$ cat src/rtl/spi_regport_pkg.sv
// Shared constants and types for the SPI register port.
// Assumes a 12-bit address space with byte-wide registers.
package spi_regport_pkg;

    localparam int ADDR_W   = 12;
    localparam int BYTE_W   = 8;
    localparam int INSTR_W  = 16;

    // Command word field positions (decoded by the protocol engine)
    localparam int INS_RD_BIT  = 15;
    localparam int INS_CNT_HI  = 14;
    localparam int INS_CNT_LO  = 13;
    localparam int CNT_W       = INS_CNT_HI - INS_CNT_LO + 1;

    // Fixed control register addresses
    localparam logic [ADDR_W-1:0] ADR_CFG = 12'h000;
    localparam logic [ADDR_W-1:0] ADR_RBK = 12'h004;
    localparam logic [ADDR_W-1:0] ADR_UPD = 12'h234;

    // Configuration register bits
    localparam int CFG_SRST_BIT = 5;
    localparam int CFG_4W_BIT   = 7;

    typedef enum logic [1:0] {
        PH_INSTR = 2'd0,
        PH_DATA  = 2'd1,
        PH_DONE  = 2'd2
    } phase_t;

endpackage

$ cat src/rtl/spi_regport_sync.sv
// Brings the serial pins into the system clock domain and reports edges.
// Assumes the serial clock is much slower than clk (several clk per half period).
module spi_regport_sync #(
    parameter int STAGES = 2
) (
    input  logic clk,
    input  logic rst_n,
    input  logic sclk_i,
    input  logic cs_n_i,
    input  logic din_i,
    output logic sclk_rise,
    output logic sclk_fall,
    output logic cs_idle,
    output logic din
);

    logic [STAGES:0] sclk_p;
    logic [STAGES:0] cs_p;
    logic [STAGES:0] din_p;

    // Purpose: shift each pin through its synchronizer chain
    always_ff @(posedge clk) begin
        if (!rst_n) begin
            sclk_p <= '0;
            cs_p   <= '1;
            din_p  <= '0;
        end else begin
            sclk_p <= {sclk_p[STAGES-1:0], sclk_i};
            cs_p   <= {cs_p[STAGES-1:0], cs_n_i};
            din_p  <= {din_p[STAGES-1:0], din_i};
        end
    end

    assign sclk_rise = sclk_p[STAGES-1] & ~sclk_p[STAGES];
    assign sclk_fall = ~sclk_p[STAGES-1] & sclk_p[STAGES];
    assign cs_idle   = cs_p[STAGES-1];
    assign din       = din_p[STAGES-1];

endmodule

$ cat src/rtl/spi_regport_proto.sv
// Serial protocol engine: collects the command word, counts data bytes,
// issues byte writes and serializes read data.
// Assumes edge pulses and data arrive aligned from the synchronizer.
module spi_regport_proto
    import spi_regport_pkg::*;
(
    input  logic              clk,
    input  logic              rst_n,
    input  logic              sclk_rise,
    input  logic              sclk_fall,
    input  logic              cs_idle,
    input  logic              din,
    input  logic              four_wire,
    input  logic [BYTE_W-1:0] rd_data,
    output logic [ADDR_W-1:0] rd_addr,
    output logic              wr_en,
    output logic [ADDR_W-1:0] wr_addr,
    output logic [BYTE_W-1:0] wr_data,
    output logic              sdo,
    output logic              sdio_o,
    output logic              sdio_oe
);

    localparam int BIT_CW = $clog2(INSTR_W);
    localparam logic [BIT_CW-1:0] INSTR_LAST = BIT_CW'(INSTR_W - 1);
    localparam logic [BIT_CW-1:0] BYTE_LAST  = BIT_CW'(BYTE_W - 1);

    phase_t              phase_q;
    logic [INSTR_W-1:0]  ins_sh_q;
    logic [INSTR_W-1:0]  instr_full;
    logic [BIT_CW-1:0]   bit_cnt_q;
    logic [CNT_W-1:0]    left_q;
    logic                rd_q;
    logic [ADDR_W-1:0]   addr_q;
    logic [BYTE_W-1:0]   rx_q;
    logic [BYTE_W-1:0]   tx_q;
    logic                dout_q;
    logic                instr_done;
    logic                byte_done;
    logic                rd_phase;

    assign instr_full = {ins_sh_q[INSTR_W-2:0], din};
    assign instr_done = !cs_idle && sclk_rise && (phase_q == PH_INSTR)
                        && (bit_cnt_q == INSTR_LAST);
    assign byte_done  = !cs_idle && sclk_rise && (phase_q == PH_DATA)
                        && (bit_cnt_q == BYTE_LAST);

    // Read address: decoded start address while the command completes, next lower afterwards
    assign rd_addr = (phase_q == PH_INSTR) ? instr_full[ADDR_W-1:0] : addr_q - 1'b1;

    // Purpose: sequence command and data phases on rising serial edges
    always_ff @(posedge clk) begin
        if (!rst_n || cs_idle) begin
            phase_q   <= PH_INSTR;
            bit_cnt_q <= '0;
            ins_sh_q  <= '0;
            left_q    <= '0;
            rd_q      <= 1'b0;
            addr_q    <= '0;
            rx_q      <= '0;
        end else if (sclk_rise) begin
            case (phase_q)
                PH_INSTR: begin
                    ins_sh_q <= instr_full;
                    if (bit_cnt_q == INSTR_LAST) begin
                        phase_q   <= PH_DATA;
                        bit_cnt_q <= '0;
                        rd_q      <= instr_full[INS_RD_BIT];
                        left_q    <= instr_full[INS_CNT_HI:INS_CNT_LO];
                        addr_q    <= instr_full[ADDR_W-1:0];
                    end else begin
                        bit_cnt_q <= bit_cnt_q + 1'b1;
                    end
                end
                PH_DATA: begin
                    rx_q <= {rx_q[BYTE_W-2:0], din};
                    if (bit_cnt_q == BYTE_LAST) begin
                        bit_cnt_q <= '0;
                        addr_q    <= addr_q - 1'b1;
                        if (left_q == '0) begin
                            phase_q <= PH_DONE;
                        end else begin
                            left_q <= left_q - 1'b1;
                        end
                    end else begin
                        bit_cnt_q <= bit_cnt_q + 1'b1;
                    end
                end
                default: ;
            endcase
        end
    end

    // Purpose: load read bytes at byte boundaries and shift them out on falling edges
    always_ff @(posedge clk) begin
        if (!rst_n) begin
            tx_q   <= '0;
            dout_q <= 1'b0;
        end else if ((instr_done && instr_full[INS_RD_BIT]) ||
                     (byte_done && rd_q && (left_q != '0))) begin
            tx_q <= rd_data;
        end else if (!cs_idle && sclk_fall && (phase_q == PH_DATA) && rd_q) begin
            dout_q <= tx_q[BYTE_W-1];
            tx_q   <= {tx_q[BYTE_W-2:0], 1'b0};
        end
    end

    // Purpose: issue one write request per completed write byte
    always_ff @(posedge clk) begin
        if (!rst_n) begin
            wr_en   <= 1'b0;
            wr_addr <= '0;
            wr_data <= '0;
        end else begin
            wr_en   <= byte_done && !rd_q;
            wr_addr <= addr_q;
            wr_data <= {rx_q[BYTE_W-2:0], din};
        end
    end

    assign rd_phase = (phase_q == PH_DATA) && rd_q;
    assign sdio_oe  = rd_phase && !four_wire;
    assign sdio_o   = sdio_oe && dout_q;
    assign sdo      = rd_phase && four_wire && dout_q;

endmodule

$ cat src/rtl/spi_regport_regs.sv
// Register file: configuration, readback select, commit strobe and a
// staged/live general-purpose window. Assumes one write request per clock at most.
module spi_regport_regs
    import spi_regport_pkg::*;
#(
    parameter logic [ADDR_W-1:0] GP_BASE  = 12'h100,
    parameter int                GP_COUNT = 8
) (
    input  logic                         clk,
    input  logic                         rst_n,
    input  logic                         wr_en,
    input  logic [ADDR_W-1:0]            wr_addr,
    input  logic [BYTE_W-1:0]            wr_data,
    input  logic [ADDR_W-1:0]            rd_addr,
    output logic [BYTE_W-1:0]            rd_data,
    output logic                         four_wire,
    output logic                         upd_pend,
    output logic                         srst_pend,
    output logic [GP_COUNT*BYTE_W-1:0]   act_flat,
    output logic [GP_COUNT*BYTE_W-1:0]   shd_flat
);

    localparam int GP_W = GP_COUNT * BYTE_W;

    logic [BYTE_W-1:0]   cfg_q;
    logic                rbk_q;
    logic                upd_q;
    logic [GP_W-1:0]     shd_q;
    logic [GP_W-1:0]     act_q;
    logic [GP_COUNT-1:0] wr_hit;
    logic [GP_COUNT-1:0] rd_hit;
    logic [GP_W-1:0]     rd_src;

    // Per-register address match for the window
    for (genvar gi = 0; gi < GP_COUNT; gi++) begin : g_hit
        localparam logic [ADDR_W-1:0] REG_ADR = GP_BASE + ADDR_W'(gi);
        assign wr_hit[gi] = wr_en && (wr_addr == REG_ADR);
        assign rd_hit[gi] = (rd_addr == REG_ADR);
    end

    assign srst_pend = cfg_q[CFG_SRST_BIT];
    assign four_wire = cfg_q[CFG_4W_BIT];
    assign upd_pend  = upd_q;

    // Purpose: configuration register; its reset bit wipes everything one clock later
    always_ff @(posedge clk) begin
        if (!rst_n || srst_pend) begin
            cfg_q <= '0;
        end else if (wr_en && (wr_addr == ADR_CFG)) begin
            cfg_q <= wr_data;
        end
    end

    // Purpose: readback source select bit
    always_ff @(posedge clk) begin
        if (!rst_n || srst_pend) begin
            rbk_q <= 1'b0;
        end else if (wr_en && (wr_addr == ADR_RBK)) begin
            rbk_q <= wr_data[0];
        end
    end

    // Purpose: commit strobe, high for exactly one clock after being written
    always_ff @(posedge clk) begin
        if (!rst_n || srst_pend) begin
            upd_q <= 1'b0;
        end else begin
            upd_q <= wr_en && (wr_addr == ADR_UPD) && wr_data[0];
        end
    end

    // Purpose: staged and live copies of the window
    always_ff @(posedge clk) begin
        if (!rst_n || srst_pend) begin
            shd_q <= '0;
            act_q <= '0;
        end else begin
            for (int i = 0; i < GP_COUNT; i++) begin
                if (wr_hit[i]) begin
                    shd_q[i*BYTE_W +: BYTE_W] <= wr_data;
                end
            end
            if (upd_q) begin
                act_q <= shd_q;
            end
        end
    end

    assign rd_src = rbk_q ? shd_q : act_q;

    // Purpose: read multiplexer, zero for unmapped addresses
    always_comb begin
        rd_data = '0;
        if (rd_addr == ADR_CFG) begin
            rd_data = cfg_q;
        end else if (rd_addr == ADR_RBK) begin
            rd_data = {{(BYTE_W-1){1'b0}}, rbk_q};
        end else if (rd_addr == ADR_UPD) begin
            rd_data = {{(BYTE_W-1){1'b0}}, upd_q};
        end else begin
            for (int i = 0; i < GP_COUNT; i++) begin
                if (rd_hit[i]) begin
                    rd_data = rd_src[i*BYTE_W +: BYTE_W];
                end
            end
        end
    end

    assign act_flat = act_q;
    assign shd_flat = shd_q;

endmodule

$ cat src/rtl/spi_regport.sv
// Top level of the SPI register port: synchronizer, protocol engine, register file.
// Assumes spi_sclk is at least four clk periods per half cycle.
module spi_regport
    import spi_regport_pkg::*;
#(
    parameter logic [ADDR_W-1:0] GP_BASE     = 12'h100,
    parameter int                GP_COUNT    = 8,
    parameter int                SYNC_STAGES = 2
) (
    input  logic                        clk,
    input  logic                        rst_n,
    input  logic                        spi_sclk,
    input  logic                        spi_cs_n,
    input  logic                        spi_sdio_i,
    output logic                        spi_sdo,
    output logic                        spi_sdio_o,
    output logic                        spi_sdio_oe,
    output logic [GP_COUNT*BYTE_W-1:0]  act_regs_o
);

    logic                       sclk_rise_w;
    logic                       sclk_fall_w;
    logic                       cs_idle_w;
    logic                       din_w;
    logic                       four_wire_w;
    logic [BYTE_W-1:0]          rd_data_w;
    logic [ADDR_W-1:0]          rd_addr_w;
    logic                       wr_en_w;
    logic [ADDR_W-1:0]          wr_addr_w;
    logic [BYTE_W-1:0]          wr_data_w;
    logic                       upd_pend_w;
    logic                       srst_pend_w;
    logic [GP_COUNT*BYTE_W-1:0] shd_flat_w;

    spi_regport_sync #(
        .STAGES (SYNC_STAGES)
    ) u_sync (
        .clk       (clk),
        .rst_n     (rst_n),
        .sclk_i    (spi_sclk),
        .cs_n_i    (spi_cs_n),
        .din_i     (spi_sdio_i),
        .sclk_rise (sclk_rise_w),
        .sclk_fall (sclk_fall_w),
        .cs_idle   (cs_idle_w),
        .din       (din_w)
    );

    spi_regport_proto u_proto (
        .clk       (clk),
        .rst_n     (rst_n),
        .sclk_rise (sclk_rise_w),
        .sclk_fall (sclk_fall_w),
        .cs_idle   (cs_idle_w),
        .din       (din_w),
        .four_wire (four_wire_w),
        .rd_data   (rd_data_w),
        .rd_addr   (rd_addr_w),
        .wr_en     (wr_en_w),
        .wr_addr   (wr_addr_w),
        .wr_data   (wr_data_w),
        .sdo       (spi_sdo),
        .sdio_o    (spi_sdio_o),
        .sdio_oe   (spi_sdio_oe)
    );

    spi_regport_regs #(
        .GP_BASE  (GP_BASE),
        .GP_COUNT (GP_COUNT)
    ) u_regs (
        .clk       (clk),
        .rst_n     (rst_n),
        .wr_en     (wr_en_w),
        .wr_addr   (wr_addr_w),
        .wr_data   (wr_data_w),
        .rd_addr   (rd_addr_w),
        .rd_data   (rd_data_w),
        .four_wire (four_wire_w),
        .upd_pend  (upd_pend_w),
        .srst_pend (srst_pend_w),
        .act_flat  (act_regs_o),
        .shd_flat  (shd_flat_w)
    );

endmodule

$ cat config.mk
export PLATFORM = sky130hd
export DESIGN_NAME = spi_regport
export DESIGN_NICKNAME = d
export VERILOG_FILES = /design/src/rtl/spi_regport_pkg.sv /design/src/rtl/spi_regport_sync.sv /design/src/rtl/spi_regport_proto.sv /design/src/rtl/spi_regport_regs.sv /design/src/rtl/spi_regport.sv
export SDC_FILE = /design/constraint.sdc
export NUM_CORES = 1
export LEC_CHECK = 0
export BUFFER_PORTS_ARGS = -buffer_cell sky130_fd_sc_hd__buf_2
export CORE_MARGIN = 1.5
export CORE_UTILIZATION = 35
export DETAILED_ROUTE_END_ITERATION = 6
export HOLD_SLACK_MARGIN = 0.12
export SETUP_SLACK_MARGIN = 0.05
export SKIP_LAST_GASP = 1
export SYNTH_ARGS = -nofsm -noshare
export SYNTH_HDL_FRONTEND = slang
export SYNTH_HIERARCHICAL = 1
export SYNTH_SLANG_ARGS = --single-unit
export TNS_END_PERCENT = 50
$ cat constraint.sdc
create_clock -name clk -period 8.3 [get_ports clk]
set_input_delay 0.83 -clock clk [delete_from_list [all_inputs] [get_ports clk]]
set_output_delay 0.83 -clock clk [all_outputs]
set_load 0.01 [all_outputs]
Word level (Yosys, flattened, before mapping)
Cells that the tools add are included.

Add/subtract/negate cells: 3. Eq/ne operators: 27. Mux-type cells: 29. Bitwise operators: 5. Reduce and logical (&&, ||, !) cells: 51.

Operators with widths (count): $eq 12x9->1 const B (16); $mux 8 (13); $mux 64 (1); $mux 12 (3); $logic_and 1x1->1 (29); $eq 12x10->1 const B (2); $eq 12x3->1 const B (2); $logic_not 12->1 (2); $pmux 12 s2 (1); $mux 2 (6); $sub 12x1->12 const B (1); $reduce_and 5->1 (2); $mux 4 (2); $pmux 2 s2 (2); $pmux 4 s2 (1); $reduce_and 2->1 (4); $reduce_bool 2->1 (3); $add 4x1->4 const B (1); $eq 4x3->1 const B (1); $eq 4x4->1 const B (1); $logic_not 1->1 (4); $logic_not 2->1 (2); $ne 2x1->1 const B (2); $ne 2x2->1 const B (2); 7 further kinds (12).

Bits in registers: 218. Bits of input ports: 5. Output and inout port bits: 67. Word-level logic and storage cells: 142.

Depth between registers and ports, before layout
Gate-level depths: netlist of run 1.

Depth in word-level cells: 15. Gate-level depth with buffers: 16. Depth with buffers taken out: 15.

Cells and area by module
The synthesis of run 1 kept the hierarchy.

By module, submodules not included: spi_regport_regs (times used 1, cells each 734, area each 6532.5 um^2, seq. area each 2762.6 um^2); spi_regport_proto (times used 1, cells each 392, area each 3249.4 um^2, seq. area each 1461.4 um^2); spi_regport_sync (times used 1, cells each 16, area each 196.4 um^2, seq. area each 140.1 um^2).

Worst setup path before layout of run 1
No wires, ideal clock.

Path kind: flip-flop to flip-flop. Start point: reg u_proto.addr_q[0]. End point: reg u_proto.tx_q[7]. Library setup time: 0.129 ns. Data arrival time: 3.429 ns. Required time: 8.171 ns. Slack: 4.742 ns. Cell stages (with the launch flop): 17. Clock period less this slack: 3.558 ns. Cells stage by stage: dfxtp_1 inv_1 ha_1 or3b_2 nor3_1 xnor2_1 o21ai_0 nor4b_1 buf_2 nand3_1 a21oi_1 a31oi_1 o21ai_0 o21ai_0 mux2_2 nand3_1 o21ai_0.

Cells in the longest elaborated chain, start to end: 15. Elaborated cells on any way between the ends: 25. Those cells by class: 1 x add/sub; 10 x eq/ne; 13 x mux; 1 x reduce/logical.

Ends and longest elaborated chain: from (decl) (line spi_regport_proto.sv:34) `logic [ADDR_W-1:0] addr_q;`; from (signal assigned) (line spi_regport_proto.sv:70) `addr_q <= instr_full[ADDR_W-1:0];`; from (signal assigned) (line spi_regport_proto.sv:79) `addr_q <= addr_q - 1'b1;`; $sub 12x1->12 (*) (line spi_regport_proto.sv:49) `assign rd_addr = (phase_q == PH_INSTR) ? instr_full[ADDR_W-1:0] : addr_q - 1'b1;`; $mux 12 (*) (line spi_regport_proto.sv:49); via rd_addr_w[8] (line spi_regport.sv:27) `logic [ADDR_W-1:0] rd_addr_w;`; $eq 12x9->1 (line spi_regport_regs.sv:38) `assign rd_hit[gi] = (rd_addr == REG_ADR);`; $mux 8 (8 in series) (line spi_regport_regs.sv:102) `if (rd_hit[i]) begin`; $mux 8 (line spi_regport_regs.sv:98) `end else if (rd_addr == ADR_UPD) begin`; $mux 8 (line spi_regport_regs.sv:96) `end else if (rd_addr == ADR_RBK) begin`; $mux 8 (*) (line spi_regport_regs.sv:94) `if (rd_addr == ADR_CFG) begin`; via rd_data_w[7] (line spi_regport.sv:26) `logic [BYTE_W-1:0] rd_data_w;`; $mux 8 (*) (line spi_regport_proto.sv:99) `end else if ((instr_done && instr_full[INS_RD_BIT]) ||`; to (signal assigned) (line spi_regport_proto.sv:101) `tx_q <= rd_data;`; to (signal assigned) (line spi_regport_proto.sv:104) `tx_q <= {tx_q[BYTE_W-2:0], 1'b0};`; to (decl) (line spi_regport_proto.sv:36) `logic [BYTE_W-1:0] tx_q;`.

Mark *: on every way through the listed nets, which the timed path passes. The rest lies on a longest branch. A chain may end at the register's enable or synchronous reset.

Final worst setup path of run 1
Start point: reg u_proto.addr_q[0]. End point: reg u_proto.tx_q[1].

The elaborated chain is that of the path after synthesis.

==> results of run 1 <==
==> registers in the layout, summed over array words and instances, names as in the netlist, 2 cells and up <==
| name | cells |
|---|---|
| u_proto/ins_sh_q | 15 |
| u_proto/wr_data | 8 |
| u_proto/bit_cnt_q | 4 |
| u_proto/rx_q | 7 |
| u_regs/shd_flat | 64 |
| u_regs/act_flat | 64 |
| u_proto/left_q | 2 |
| u_sync/sclk_p | 3 |
| u_sync/din_p | 2 |
| u_proto/phase_q | 2 |
| u_proto/tx_q | 8 |
| u_proto/wr_addr | 12 |
| u_proto/addr_q | 12 |
| u_sync/cs_p | 2 |
| u_regs/cfg_q | 8 |
==> report_power, final <==
| group | total, uW | switching, uW | internal [uW] | leakage (uW) |
|---|---|---|---|---|
| combinational | 32.7 | 26.7 | 6.03 | 0.00196 |
| sequential | 1050 | 1.77 | 1050 | 0.00176 |
| clock | 985 | 419 | 566 | 0.000349 |
==> per-layer routing <==
metal | routed length (um) | GRT usage, % | up-vias
li1 | - | - | 4063
met1 | 13100 | 25.6 | 3881
met2 | 12600 | 29.9 | 210
met3 | 1360 | 2.85 | 51
met4 | 907 | 6.58 | 0
met5 | 0 | 0 | -
==> cell families (layout without fill, tap and decap cells) <==
group,count (synthesis),in the layout,synth area share (%)
AOI/OAI and AO/OA,210,210,12.3
xor gates and xnor gates,14,14,1.23
adders and majority gates,3,3,0.376
and+or+nand+nor,434,434,21.5
muxes,165,165,16.8
DFF,218,218,43.7
buffers and inverters,98,137,4.06
==> area by class of cell <==
type	instances	share of cell area, %
repair buffers	81	3.81
clock inverters	7	0.421
clock buffers	32	5.95
inverters	17	0.565
well taps	378	4.19
flip-flops and latches	218	38.7
multi-input cells	826	46.3
==> final timing paths <==
path	slack, ns	endpoint	depth (start not counted)	start
worst max-delay path	3.78	u_proto/tx_q[1]	14	u_proto/addr_q[0]
worst min-delay path	0.41	u_sync/cs_p[1]	1	u_sync/cs_p[0]
worst min register to register	0.41	u_sync/cs_p[1]	1	u_sync/cs_p[0]
worst max register to register	3.78	u_proto/tx_q[1]	14	u_proto/addr_q[0]
==> stage by stage <==
stage	utilization (%)	instance area, um2	hold WS, ns	instances
2_1_floorplan	-	9980	0.386	1142
3_3_place_gp	37.8	10600	0.402	1520
3_5_place_dp	37.8	10600	0.402	1520
6_report	40.4	11300	0.408	1559
4_1_cts	40.4	11300	0.409	1559
5_1_grt	40.4	11300	0.438	1559
==> synth_stat cells (12+ instances only) <==
master	n	area share (%)
sky130_fd_sc_hd__mux2_2	18	2.0
sky130_fd_sc_hd__inv_1	17	0.64
sky130_fd_sc_hd__dfxtp_1	218	44
sky130_fd_sc_hd__nor2_1	127	4.8
sky130_fd_sc_hd__o21ai_0	77	3.9
sky130_fd_sc_hd__nand3_1	63	3.2
sky130_fd_sc_hd__nor3_1	12	0.60
sky130_fd_sc_hd__and2_1	28	1.8
sky130_fd_sc_hd__nand2_1	121	4.6
sky130_fd_sc_hd__o211ai_1	12	0.90
sky130_fd_sc_hd__mux2i_1	147	15
sky130_fd_sc_hd__clkbuf_1	59	2.2
sky130_fd_sc_hd__a21oi_1	71	3.6
sky130_fd_sc_hd__and3_1	17	1.1
==> worst register-to-register path, cell delays in order (launching register included) <==
cell and delay, ns:
sky130_fd_sc_hd__dfxtp_1 0.37, sky130_fd_sc_hd__inv_1 0.10, sky130_fd_sc_hd__ha_1 0.24, sky130_fd_sc_hd__nor3b_1 0.69, sky130_fd_sc_hd__nand3_1 0.24, sky130_fd_sc_hd__xor2_1 0.18
sky130_fd_sc_hd__o21ai_0 0.17, sky130_fd_sc_hd__nor4b_2 1.00, sky130_fd_sc_hd__nand3_1 0.40, sky130_fd_sc_hd__a21oi_1 0.24, sky130_fd_sc_hd__a31oi_1 0.07, sky130_fd_sc_hd__o21ai_0 0.22
sky130_fd_sc_hd__o21ai_0 0.11, sky130_fd_sc_hd__and3_1 0.15, sky130_fd_sc_hd__a211o_1 0.26
==> parameters.txt, run 1 <==
Parameter                              Value

Setup path
  Endpoint kind of the worst setup timing path    flop
  Crit path max-delay cell type    sky130_fd_sc_hd__nor4b_2
  Buffers plus inverters on the worst setup path    1
  Data required time at the worst endpoint    around 8.7 ns
  Largest incremental delay on the critical path    1.00 ns
  Cell Chain, Critical Path    inv_1, ha_1, nor3b_1, nand3_1, xor2_1, o21ai_0, nor4b_2, nand3_1, a21oi_1, a31oi_1, o21ai_0, o21ai_0, and3_1, a211o_1
  Worst path most repeated cell    sky130_fd_sc_hd__o21ai_0
  Critical path start-end classification    reg -> reg
  CP Launch Type    flop
  Largest delay contributor family on the critical path    simple AND/OR/NAND/NOR gates
  Crit path max fanout    13
  Arrival time at the worst endpoint    ~4.9 ns

Clock network
  Number of buffers inserted during clock tree synthesis    25
  Number of levels in the clock H-tree    1
  Clock latency at the later pin of the worst-skew pair    around 0.52 ns
  CTS tree    built
  Sinks on Clock Net    218
  Post-CTS Setup Inserts    0
  CTS clk-pin slew, worst paths    ~0.060 ns
  Master cell of the clock root buffer    sky130_fd_sc_hd__clkbuf_16
  Clock Tree Buf Depth    3
  Number of hold buffers added after CTS    0
  Post-CTS resize count    0

Final layout
  Most frequent standard cell in the layout excluding fill and tap cells    sky130_fd_sc_hd__dfxtp_1
  Filler Cell Count    between 2k and 3k
  Fin nets    roughly 1.2k
  Number of diodes added for antenna fixing    0
  Area growth from synthesis to layout    13.2%
  Area of the multi-input gates    5230 um2
  Highest-count cells in the layout ignoring fill and taps    sky130_fd_sc_hd__dfxtp_1, sky130_fd_sc_hd__mux2i_1, sky130_fd_sc_hd__nor2_1
  Area of all sequential standard cells    around 4400 um2
  Proportion of layout cells with a drive suffix above 1    between 10% and 20%

Pwr
  Power per Cell Area    approximately 180 nW/um2
  VDD IR-drop max    around 0.12 mV
  Leakage    0.00406 uW
  Final Total Pwr    2070 uW

STA
  Slew @ Worst Pin    1.11 ns
  Final total negative setup slack    0 ns
  Clock Skew    between 0.01 and 0.015 ns
  Max Fclk    between 200 and 250 MHz
  Final worst setup slack    around 3.8 ns
  Final hold violation count    0
  Number of setup violations in the final report    0
  Max-slew violations    0
  Tcrit/Tclk final    54.5%
  Final critical-path required period    around 4.5 ns
  Unrepaired setup endpoints after global routing    false
  Max-slew headroom    25.7%

Routing
  DRC violations left    0
  Routed Antenna Nets    0
  Vias post-DR    about 8.2k
  Starting DRT DRC Count    around 630
  Pre-Repair DR Iteration Count    5
  Wire length after detailed routing    28.0 mm
  Wire length per cell after detailed routing    17.9 um
  Average via count per standard cell    5.26

Worst hold path
  Class of the worst hold path    reg -> reg

Die
  Die width    around 170 um
  Effective utilization at floorplan    a little over a third
  Boundary Pins    72
  Core Rows    61
  Core region area    about 28000 um2
  Die span in y    about 170 um
  Die area    slightly below 30000 um2

Logic synthesis
  Post-synthesis register bit count    218
  Portion of the post-synthesis area used by sequential elements    43.7%
  Share of synthesized flip-flops with an asynchronous set or reset    0%
  Number of unique standard cell types used by synthesis    66
  Count of flip-flops with a built-in enable after synthesis    0
  Syn Area/Cell    between 8 and 9 um2
  Post-synth design cell area    about 10000 um2
  Syn. warnings    6
  Post-Syn Nets    ~1.2k
  Primary flip-flop cell chosen by synthesis mapping    sky130_fd_sc_hd__dfxtp_1
  Number of cells produced by synthesis    about 1.1k

Global route
  Sum of overflow across all layers after global routing    0
  Via count of the first global-routing pass    7495
  Initial antenna violation count    0
  Overall global routing resource usage    a little under a fifth
  Global-route wire length before repair    ~43 mm
  Maximum number of pins on one net before global-route repair    73

Run status
  Outcome    finished, final reports clean

Run
  Number of max-cap violations    0

Placed design
  Half-perimeter wire length after detailed placement    roughly 19 mm
  Routability-driven placement congestion ratio    0.900
  Minimum setup slack after placement    just under 4 ns
  Count of port buffers added during placement    between 70 and 80
(Power assumes the default switching activity.)
==> run 2: changes to the inputs <==
Settings changed: ABC_AREA from default to 1.
Clock period 8.3 ns to 3.95 ns, I/O delays scaled along.
==> parameters.txt, run 2 <==
Parameter                              Value

Run status
  Outcome    finished, final reports clean

Logic synthesis
  Post-Syn Nets    1393 (+21%)
  Most frequent cell after synthesis    sky130_fd_sc_hd__nand2_1
  Syn Area/Cell    7.14 um2 (-18%)
  Number of unique standard cell types used by synthesis    40 (-39%)
  Fraction of the mapped netlist area in compound gates    18.5% (+6.2 points)
  Post-synthesis register bit count    218 (unchanged)
  Primary flip-flop cell chosen by synthesis mapping    sky130_fd_sc_hd__dfxtp_1
  Cell types with the largest area share after synthesis    sky130_fd_sc_hd__dfxtp_1, sky130_fd_sc_hd__nand2_1, sky130_fd_sc_hd__a21oi_1
  Main combinational cell family by area after synthesis    simple AND/OR/NAND/NOR gates
  Share of cell area taken by muxes after synthesis    0.912% (-16 points)
  Portion of the post-synthesis area used by sequential elements    44.2% (+0.43 points)
  Number of cells produced by synthesis    1385 (+21%)
  Syn. warnings    6 (unchanged)
  Share of synthesized flip-flops with an asynchronous set or reset    0% (unchanged)
  Xor-xnor portion of the synthesized cell area    0.620% (-0.61 points)
  Post-synth top cells    sky130_fd_sc_hd__nand2_1, sky130_fd_sc_hd__dfxtp_1, sky130_fd_sc_hd__a21oi_1
  Most area-hungry cell type in the Yosys netlist    sky130_fd_sc_hd__dfxtp_1
  Share of Yosys cell area claimed by the top area cell type    44.2% (+0.43 points)
  Adder and majority cell fraction of the synthesized area    0.380% (+0.0037 points)
  Post-synth design cell area    9880 um2 (-0.97%)
  Count of flip-flops with a built-in enable after synthesis    0 (unchanged)
  Simple-gate area share of the yosys netlist    27.0% (+5.5 points)

STA
  Tcrit/Tclk final    85.6% (+31 points)
  Final hold violation count    0 (unchanged)
  Slew @ Worst Pin    1.04 ns (-0.0691 ns)
  Max Fclk    296 MHz (+34%)
  Final total negative setup slack    0 ns (unchanged)
  Final critical-path required period    3.38 ns (-1.14 ns)
  Max-slew violations    0 (unchanged)
  Unrepaired setup endpoints after global routing    false
  Max-slew headroom    30.4% (+4.7 points)
  Number of setup violations in the final report    0 (unchanged)
  Clock Skew    0.0266 ns (+0.0122 ns)

Die
  Boundary Pins    72 (unchanged)
  Core Rows    61 (unchanged)
  Core region area    27800 um2 (-0.55%)
  Die width    171 um (-0.47%)
  Effective utilization at floorplan    35.6% (-0.15 points)
  Die area    29300 um2 (-0.95%)
  Die span in y    171 um (-0.47%)

Global route
  Initial antenna violation count    0 (unchanged)
  Overall global routing resource usage    19.5% (+0.74 points)
  Sum of overflow across all layers after global routing    0 (unchanged)
  Maximum number of pins on one net before global-route repair    66 (-9.6%)
  Via count of the first global-routing pass    8359 (+12%)
  Global-route wire length before repair    45.6 mm (+5.8%)

Final layout
  Area growth from synthesis to layout    15.0%
  Proportion of layout cells with a drive suffix above 1    12.9% (-0.85 points)
  Most frequent standard cell in the layout excluding fill and tap cells    sky130_fd_sc_hd__nand2_1
  Highest-count cells in the layout ignoring fill and taps    sky130_fd_sc_hd__nand2_1, sky130_fd_sc_hd__dfxtp_1, sky130_fd_sc_hd__a21oi_1
  Filler Cell Count    2960 (+3.4%)
  Fin nets    1435 (+22%)
  Final std cell area, no fill    11400 um2 (+0.68%)
  Number of diodes added for antenna fixing    0 (unchanged)

Setup path
  Arrival time at the worst endpoint    3.86 ns (-1.07 ns)
  FF-to-FF End    u_proto/tx_q[3]
  Crit path max fanout    7 (-6)
  Worst reg-to-reg path cell count    23 (+9)
  Endpoint kind of the worst setup timing path    flop
  CP startpoint    u_proto/addr_q[0]
  Launch instance of the worst register-to-register path    u_proto/addr_q[0]
  Largest incremental delay on the critical path    0.49 ns (-0.51 ns)
  Cell Chain, Critical Path    inv_1, ha_1, nand2_1, nor2_1, xor2_1, nand2_1, o21ai_0, inv_1, nor2_2, nand2_2, nor3_2, o211ai_1, nand3_1, nand3_1, nand2_1, nand2_1, nand3b_1, nand2_1, nand2_1, nand2_1, nand3_1, nand2_1, inv_1
  Critical path start-end classification    reg -> reg
  Crit path max-delay cell type    sky130_fd_sc_hd__nor3_2
  Worst reg-to-reg setup slack    0.57 ns (-3.21 ns)
  Worst path most repeated cell    sky130_fd_sc_hd__nand2_1
  CP Launch Type    flop
  Data required time at the worst endpoint    4.43 ns (-4.28 ns)

Pwr
  Leakage    0.00477 uW (+17%)
  VDD IR-drop max    0.235 mV (+94%)
  Power per Cell Area    417 nW/um2 (+130%)

Routing
  DRC violations left    0 (unchanged)
  Routed Antenna Nets    0 (unchanged)
  Pre-Repair DR Iteration Count    5 (unchanged)
  Vias post-DR    9235 (+13%)
  Wire length after detailed routing    28.6 mm (+2.2%)
  Starting DRT DRC Count    928 (+48%)
  Average via count per standard cell    5.07 (-3.7%)
  Wire length per cell after detailed routing    15.7 um (-13%)

Placed design
  DP Area    10400 um2 (-1.2%)
  Routability-driven placement congestion ratio    0.886 (-1.6%)
  Half-perimeter wire length after detailed placement    18.5 mm (-4.2%)
  Count of port buffers added during placement    71 (unchanged)

Worst hold path
  Worst hold path cell count    2 (+1)
  Worst hold endpoint    u_sync/cs_p[0]
  Class of the worst hold path    in -> reg
  Hold Path Origin    rst_n

Clock network
  Post-CTS Setup Inserts    0 (unchanged)
  Sinks on Clock Net    218 (unchanged)
  Number of hold buffers added after CTS    3 (+3)
  Clock latency at the later pin of the worst-skew pair    0.53 ns (about the same)
  Clock Tree Buf Depth    3 (unchanged)
  Number of levels in the clock H-tree    1 (unchanged)
  Number of buffers inserted during clock tree synthesis    25 (unchanged)
  Master cell of the clock root buffer    sky130_fd_sc_hd__clkbuf_16
  Post-CTS resize count    0 (unchanged)
  CTS clk-pin slew, worst paths    0.06 ns (about the same)
  CTS tree    built

Run
  Number of max-cap violations    0 (unchanged)
[run 2: changes by cell type in the layout (fill, tap and decap cells not counted), moves of 11 or more]
cell	change
sky130_fd_sc_hd__clkbuf_8	+11
sky130_fd_sc_hd__or2_2	+12
sky130_fd_sc_hd__mux2_2	-18
sky130_fd_sc_hd__mux2i_1	-138
sky130_fd_sc_hd__nand2_1	+232
sky130_fd_sc_hd__nand4_1	+12
sky130_fd_sc_hd__o21ai_0	+54
sky130_fd_sc_hd__and2_1	-28
sky130_fd_sc_hd__nand3_1	-18
sky130_fd_sc_hd__and3_1	-17
sky130_fd_sc_hd__inv_1	+95
sky130_fd_sc_hd__a21oi_1	+89
[run 2: final cells by class]
class,instances,area (um2),share of cell area (%)
Timing Repair Buffer,82,445,3.92
Tap cell,378,473,4.16
Sequential cell,218,4370,38.4
Clock buffer,40,812,7.14
Multi-Input combinational cell,969,4690,41.3
Clock inverter,5,82.6,0.726
Inverter,131,494,4.35
[run 2: logic make-up after synthesis]
logic type,count (synthesis)
XOR/XNOR,7
multiplexers,9
adder cells (fa/ha/maj),3
AO/OA/AOI/OAI,344
AND/OR/NAND/NOR,606
flip-flops,218
buffers and inverters,198
[run 2: worst max path at each step]
| stage | endpoint | cells after the start | slack (ns) |
|---|---|---|---|
| detailed placement | u_proto/tx_q[2] | 23 | 0.59 |
| finish | u_proto/tx_q[3] | 23 | 0.57 |
| global placement | u_proto/tx_q[3] | 23 | 0.57 |
| floorplan | u_proto/tx_q[4] | 23 | 1.42 |
| global route | u_proto/tx_q[3] | 23 | 0.26 |
| CTS | u_proto/tx_q[2] | 23 | 0.56 |
[run 2: where the power goes]
group	total [uW]	internal (uW)	switching, uW
clock	2460	1530	928
combinational	77.7	16.3	61.4
sequential	2210	2200	2.97
[run 2: stage by stage]
step                power, uW  std cells  worst slack (ns)  hold slack, ns  utilization [%]
detailed placement       2330       1775             0.585           0.393             37.6
global route             4890       1823             0.255           0.415             40.9
finish                   4740       1823             0.570           0.379             40.9
floorplan                2300       1385              1.42           0.380                -
CTS                      4800       1823             0.561           0.363             40.9
global placement         2330       1775             0.566           0.385             37.6
[run 2: per-layer routing]
layer	GRT usage [%]	routed length, um	share of wire (%)
met2	30.6	12500	44
met1	27.8	13700	48
met5	0	0	0
met3	2.71	1740	6.1
met4	5.30	668	2.3
[run 2: critical path, delay by kind of cell (launching register included)]
| family | cells | cell delay, ns |
|---|---|---|
| AOI/OAI and AO/OA | 2 | 0.39 |
| xor gates and xnor gates | 1 | 0.19 |
| adders and majority gates | 1 | 0.25 |
| buffers and inverters | 3 | 0.27 |
| DFF | 1 | 0.32 |
| and+or+nand+nor | 16 | 1.89 |
==> run 3: changes to the inputs <==
Settings changed: CORE_ASPECT_RATIO from default to 1.1, GPL_TIMING_DRIVEN from default to 0.
==> parameters.txt, run 3 (same netlist as run 2, synthesis figures left out) <==
Parameter                              Value

Run status
  Outcome    finished, final reports clean

Die
  Die span in y    179 um (+4.8%)
  Core Rows    64 (+4.9%)
  Die width    163 um (-4.6%)
  Core region area    27800 um2 (about the same)
  Effective utilization at floorplan    35.6% (about the same)
  Boundary Pins    72 (unchanged)
  Die area    29300 um2 (about the same)

Worst hold path
  Worst hold path cell count    2 (unchanged)
  Worst hold endpoint    u_sync/sclk_p[1]
  Class of the worst hold path    reg -> reg
  Hold Path Origin    u_sync/sclk_p[0]

Final layout
  Filler Cell Count    2914 (-1.6%)
  Fin cells    1868 (+2.5%)
  Area growth from synthesis to layout    17.4%
  Number of diodes added for antenna fixing    0 (unchanged)
  Proportion of layout cells with a drive suffix above 1    13.0% (+0.15 points)
  Most frequent standard cell in the layout excluding fill and tap cells    sky130_fd_sc_hd__nand2_1
  Utilization after layout    41.8% (+0.83 points)
  Area of the multi-input gates    4690 um2 (about the same)
  Area of all sequential standard cells    4360 um2 (about the same)
  Highest-count cells in the layout ignoring fill and taps    sky130_fd_sc_hd__nand2_1, sky130_fd_sc_hd__dfxtp_1, sky130_fd_sc_hd__a21oi_1
  Fin nets    1496 (+4.3%)

Clock network
  Clock Tree Buf Depth    3 (unchanged)
  CTS tree    built
  Number of buffers inserted during clock tree synthesis    25 (unchanged)
  CTS clk-pin slew, worst paths    0.06 ns (about the same)
  Post-CTS Setup Inserts    0 (unchanged)
  Sinks on Clock Net    218 (unchanged)
  Clock latency at the later pin of the worst-skew pair    0.53 ns (about the same)
  Master cell of the clock root buffer    sky130_fd_sc_hd__clkbuf_16
  Number of levels in the clock H-tree    1 (unchanged)

Setup path
  Data required time at the worst endpoint    4.38 ns (-0.05 ns)
  Launch instance of the worst register-to-register path    u_proto/addr_q[3]
  Crit path max fanout    9 (+2)
  Arrival time at the worst endpoint    3.93 ns (+0.07 ns)
  CP Launch Type    flop
  Endpoint kind of the worst setup timing path    flop
  Worst reg-to-reg setup slack    0.45 ns (-0.12 ns)
  Critical path start-end classification    reg -> reg
  FF-to-FF End    u_proto/tx_q[1]
  Worst reg-to-reg path cell count    24 (+4.3%)

Global route
  Met1 Use GR    25.3% (-2.5 points)
  Met3 Use GR    2.31% (-0.39 points)
  Most Crowded Layer GR    met2
  Overall global routing resource usage    19.8% (+0.33 points)
  Maximum number of pins on one net before global-route repair    14 (-79%)
  Sum of overflow across all layers after global routing    0 (unchanged)
  Initial antenna violation count    0 (unchanged)
  Fraction of met2 tracks used by global routing    34.8% (+4.2 points)
  Global-route wire length before repair    46.0 mm (+0.92%)
  Via count of the first global-routing pass    8667 (+3.7%)

Pwr
  Leakage    0.00488 uW (+2.2%)
  VDD IR-drop max    0.303 mV (+29%)
  Power per Cell Area    404 nW/um2 (-3.2%)

STA
  Number of setup violations in the final report    0 (unchanged)
  Tcrit/Tclk final    88.7% (+3.1 points)
  Slew @ Worst Pin    0.721 ns (-0.322 ns)
  Final total negative setup slack    0 ns (unchanged)
  Max-slew violations    0 (unchanged)
  Unrepaired setup endpoints after global routing    false
  Clock Skew    0.0138 ns (-0.0128 ns)
  Max-slew headroom    52.0% (+22 points)
  Final hold violation count    0 (unchanged)
  Max Fclk    285 MHz (-3.5%)
  Post-Route Hold Slack    0.407 ns (+0.0283 ns)
  Final critical-path required period    3.50 ns (+0.124 ns)

Placed design
  Count of port buffers added during placement    71 (unchanged)
  Routability-driven placement congestion ratio    0.875 (-1.2%)
  Half-perimeter wire length after detailed placement    20.9 mm (+13%)
  Cell count after placement    1819 (+2.5%)

Routing
  Wire length per cell after detailed routing    15.6 um (-0.44%)
  Wire length after detailed routing    29.2 mm (+2.0%)
  Pre-Repair DR Iteration Count    6 (+1)
  Vias post-DR    9350 (+1.2%)
  DRC violations left    0 (unchanged)
  Starting DRT DRC Count    662 (-29%)
  Routed Antenna Nets    0 (unchanged)
  Average via count per standard cell    5.01 (-1.2%)

Run
  Number of max-cap violations    0 (unchanged)
[run 3: worst max path at each step]
stage                            from              end  slack [ns]  cells after the start
floorplan           u_proto/addr_q[0]  u_proto/tx_q[4]        1.42                     23
global placement    u_proto/addr_q[3]  u_proto/tx_q[2]        0.48                     23
detailed placement  u_proto/addr_q[3]  u_proto/tx_q[3]        0.44                     23
CTS                 u_proto/addr_q[3]  u_proto/tx_q[3]        0.40                     23
global route        u_proto/addr_q[0]  u_proto/tx_q[6]        0.10                     23
finish              u_proto/addr_q[3]  u_proto/tx_q[1]        0.45                     24
[run 3: per-layer routing]
metal,vias to the layer above,part of all wire (%)
met2,270,48
met4,0,2.2
met5,-,0
met1,4293,45
met3,47,5.0
li1,4740,-
[run 3: critical path, cell delays in order, from the launching register on]
cell	delay, ns
sky130_fd_sc_hd__dfxtp_1	0.37
sky130_fd_sc_hd__nor2_1	0.20
sky130_fd_sc_hd__nand3_1	0.09
sky130_fd_sc_hd__nor2_1	0.32
sky130_fd_sc_hd__nand2_1	0.10
sky130_fd_sc_hd__nand2_1	0.08
sky130_fd_sc_hd__nand2_1	0.07
sky130_fd_sc_hd__nand2_1	0.06
sky130_fd_sc_hd__o21ai_0	0.16
sky130_fd_sc_hd__nor2_1	0.20
sky130_fd_sc_hd__nand2_2	0.15
sky130_fd_sc_hd__nor2_2	0.21
sky130_fd_sc_hd__nand2_2	0.19
sky130_fd_sc_hd__inv_2	0.15
sky130_fd_sc_hd__o21ai_0	0.11
sky130_fd_sc_hd__nand3_1	0.15
sky130_fd_sc_hd__nand2_1	0.08
sky130_fd_sc_hd__nand2_1	0.10
sky130_fd_sc_hd__nand3b_1	0.16
sky130_fd_sc_hd__nand2_1	0.11
sky130_fd_sc_hd__nand2_1	0.08
sky130_fd_sc_hd__nand2_1	0.08
sky130_fd_sc_hd__nand3_1	0.08
sky130_fd_sc_hd__nand2_1	0.06
sky130_fd_sc_hd__inv_1	0.04
[run 3: layout make-up]
class	count	area share (%)
clock inverters	9	1.12
clock buffers	35	6.23
well taps	363	3.92
multi-input cells	969	40.5
flip-flops and latches	218	37.6
plain buffers	67	2.90
inverters	131	4.26
repair buffers	76	3.49
[run 3: what timing repair did]
action	in CTS	in global routing
hold buffers	5	0
gates resized for setup	0	1
hold endpoints to repair	4	0
endpoints found under the setup margin	0	5
[run 3: where the power goes]
part,internal [uW],switching [uW]
logic,19.8,63.3
clock network,1470,928
registers,2200,2.80
[run 3: stage by stage]
step                worst slack [ns]  power [uW]  cell area, um2
CTS                            0.396        4740           11600
detailed placement             0.435        2330           10700
global route                   0.101        4830           11600
finish                         0.447        4680           11600
floorplan                       1.42        2300            9880
global placement               0.484        2330           10700
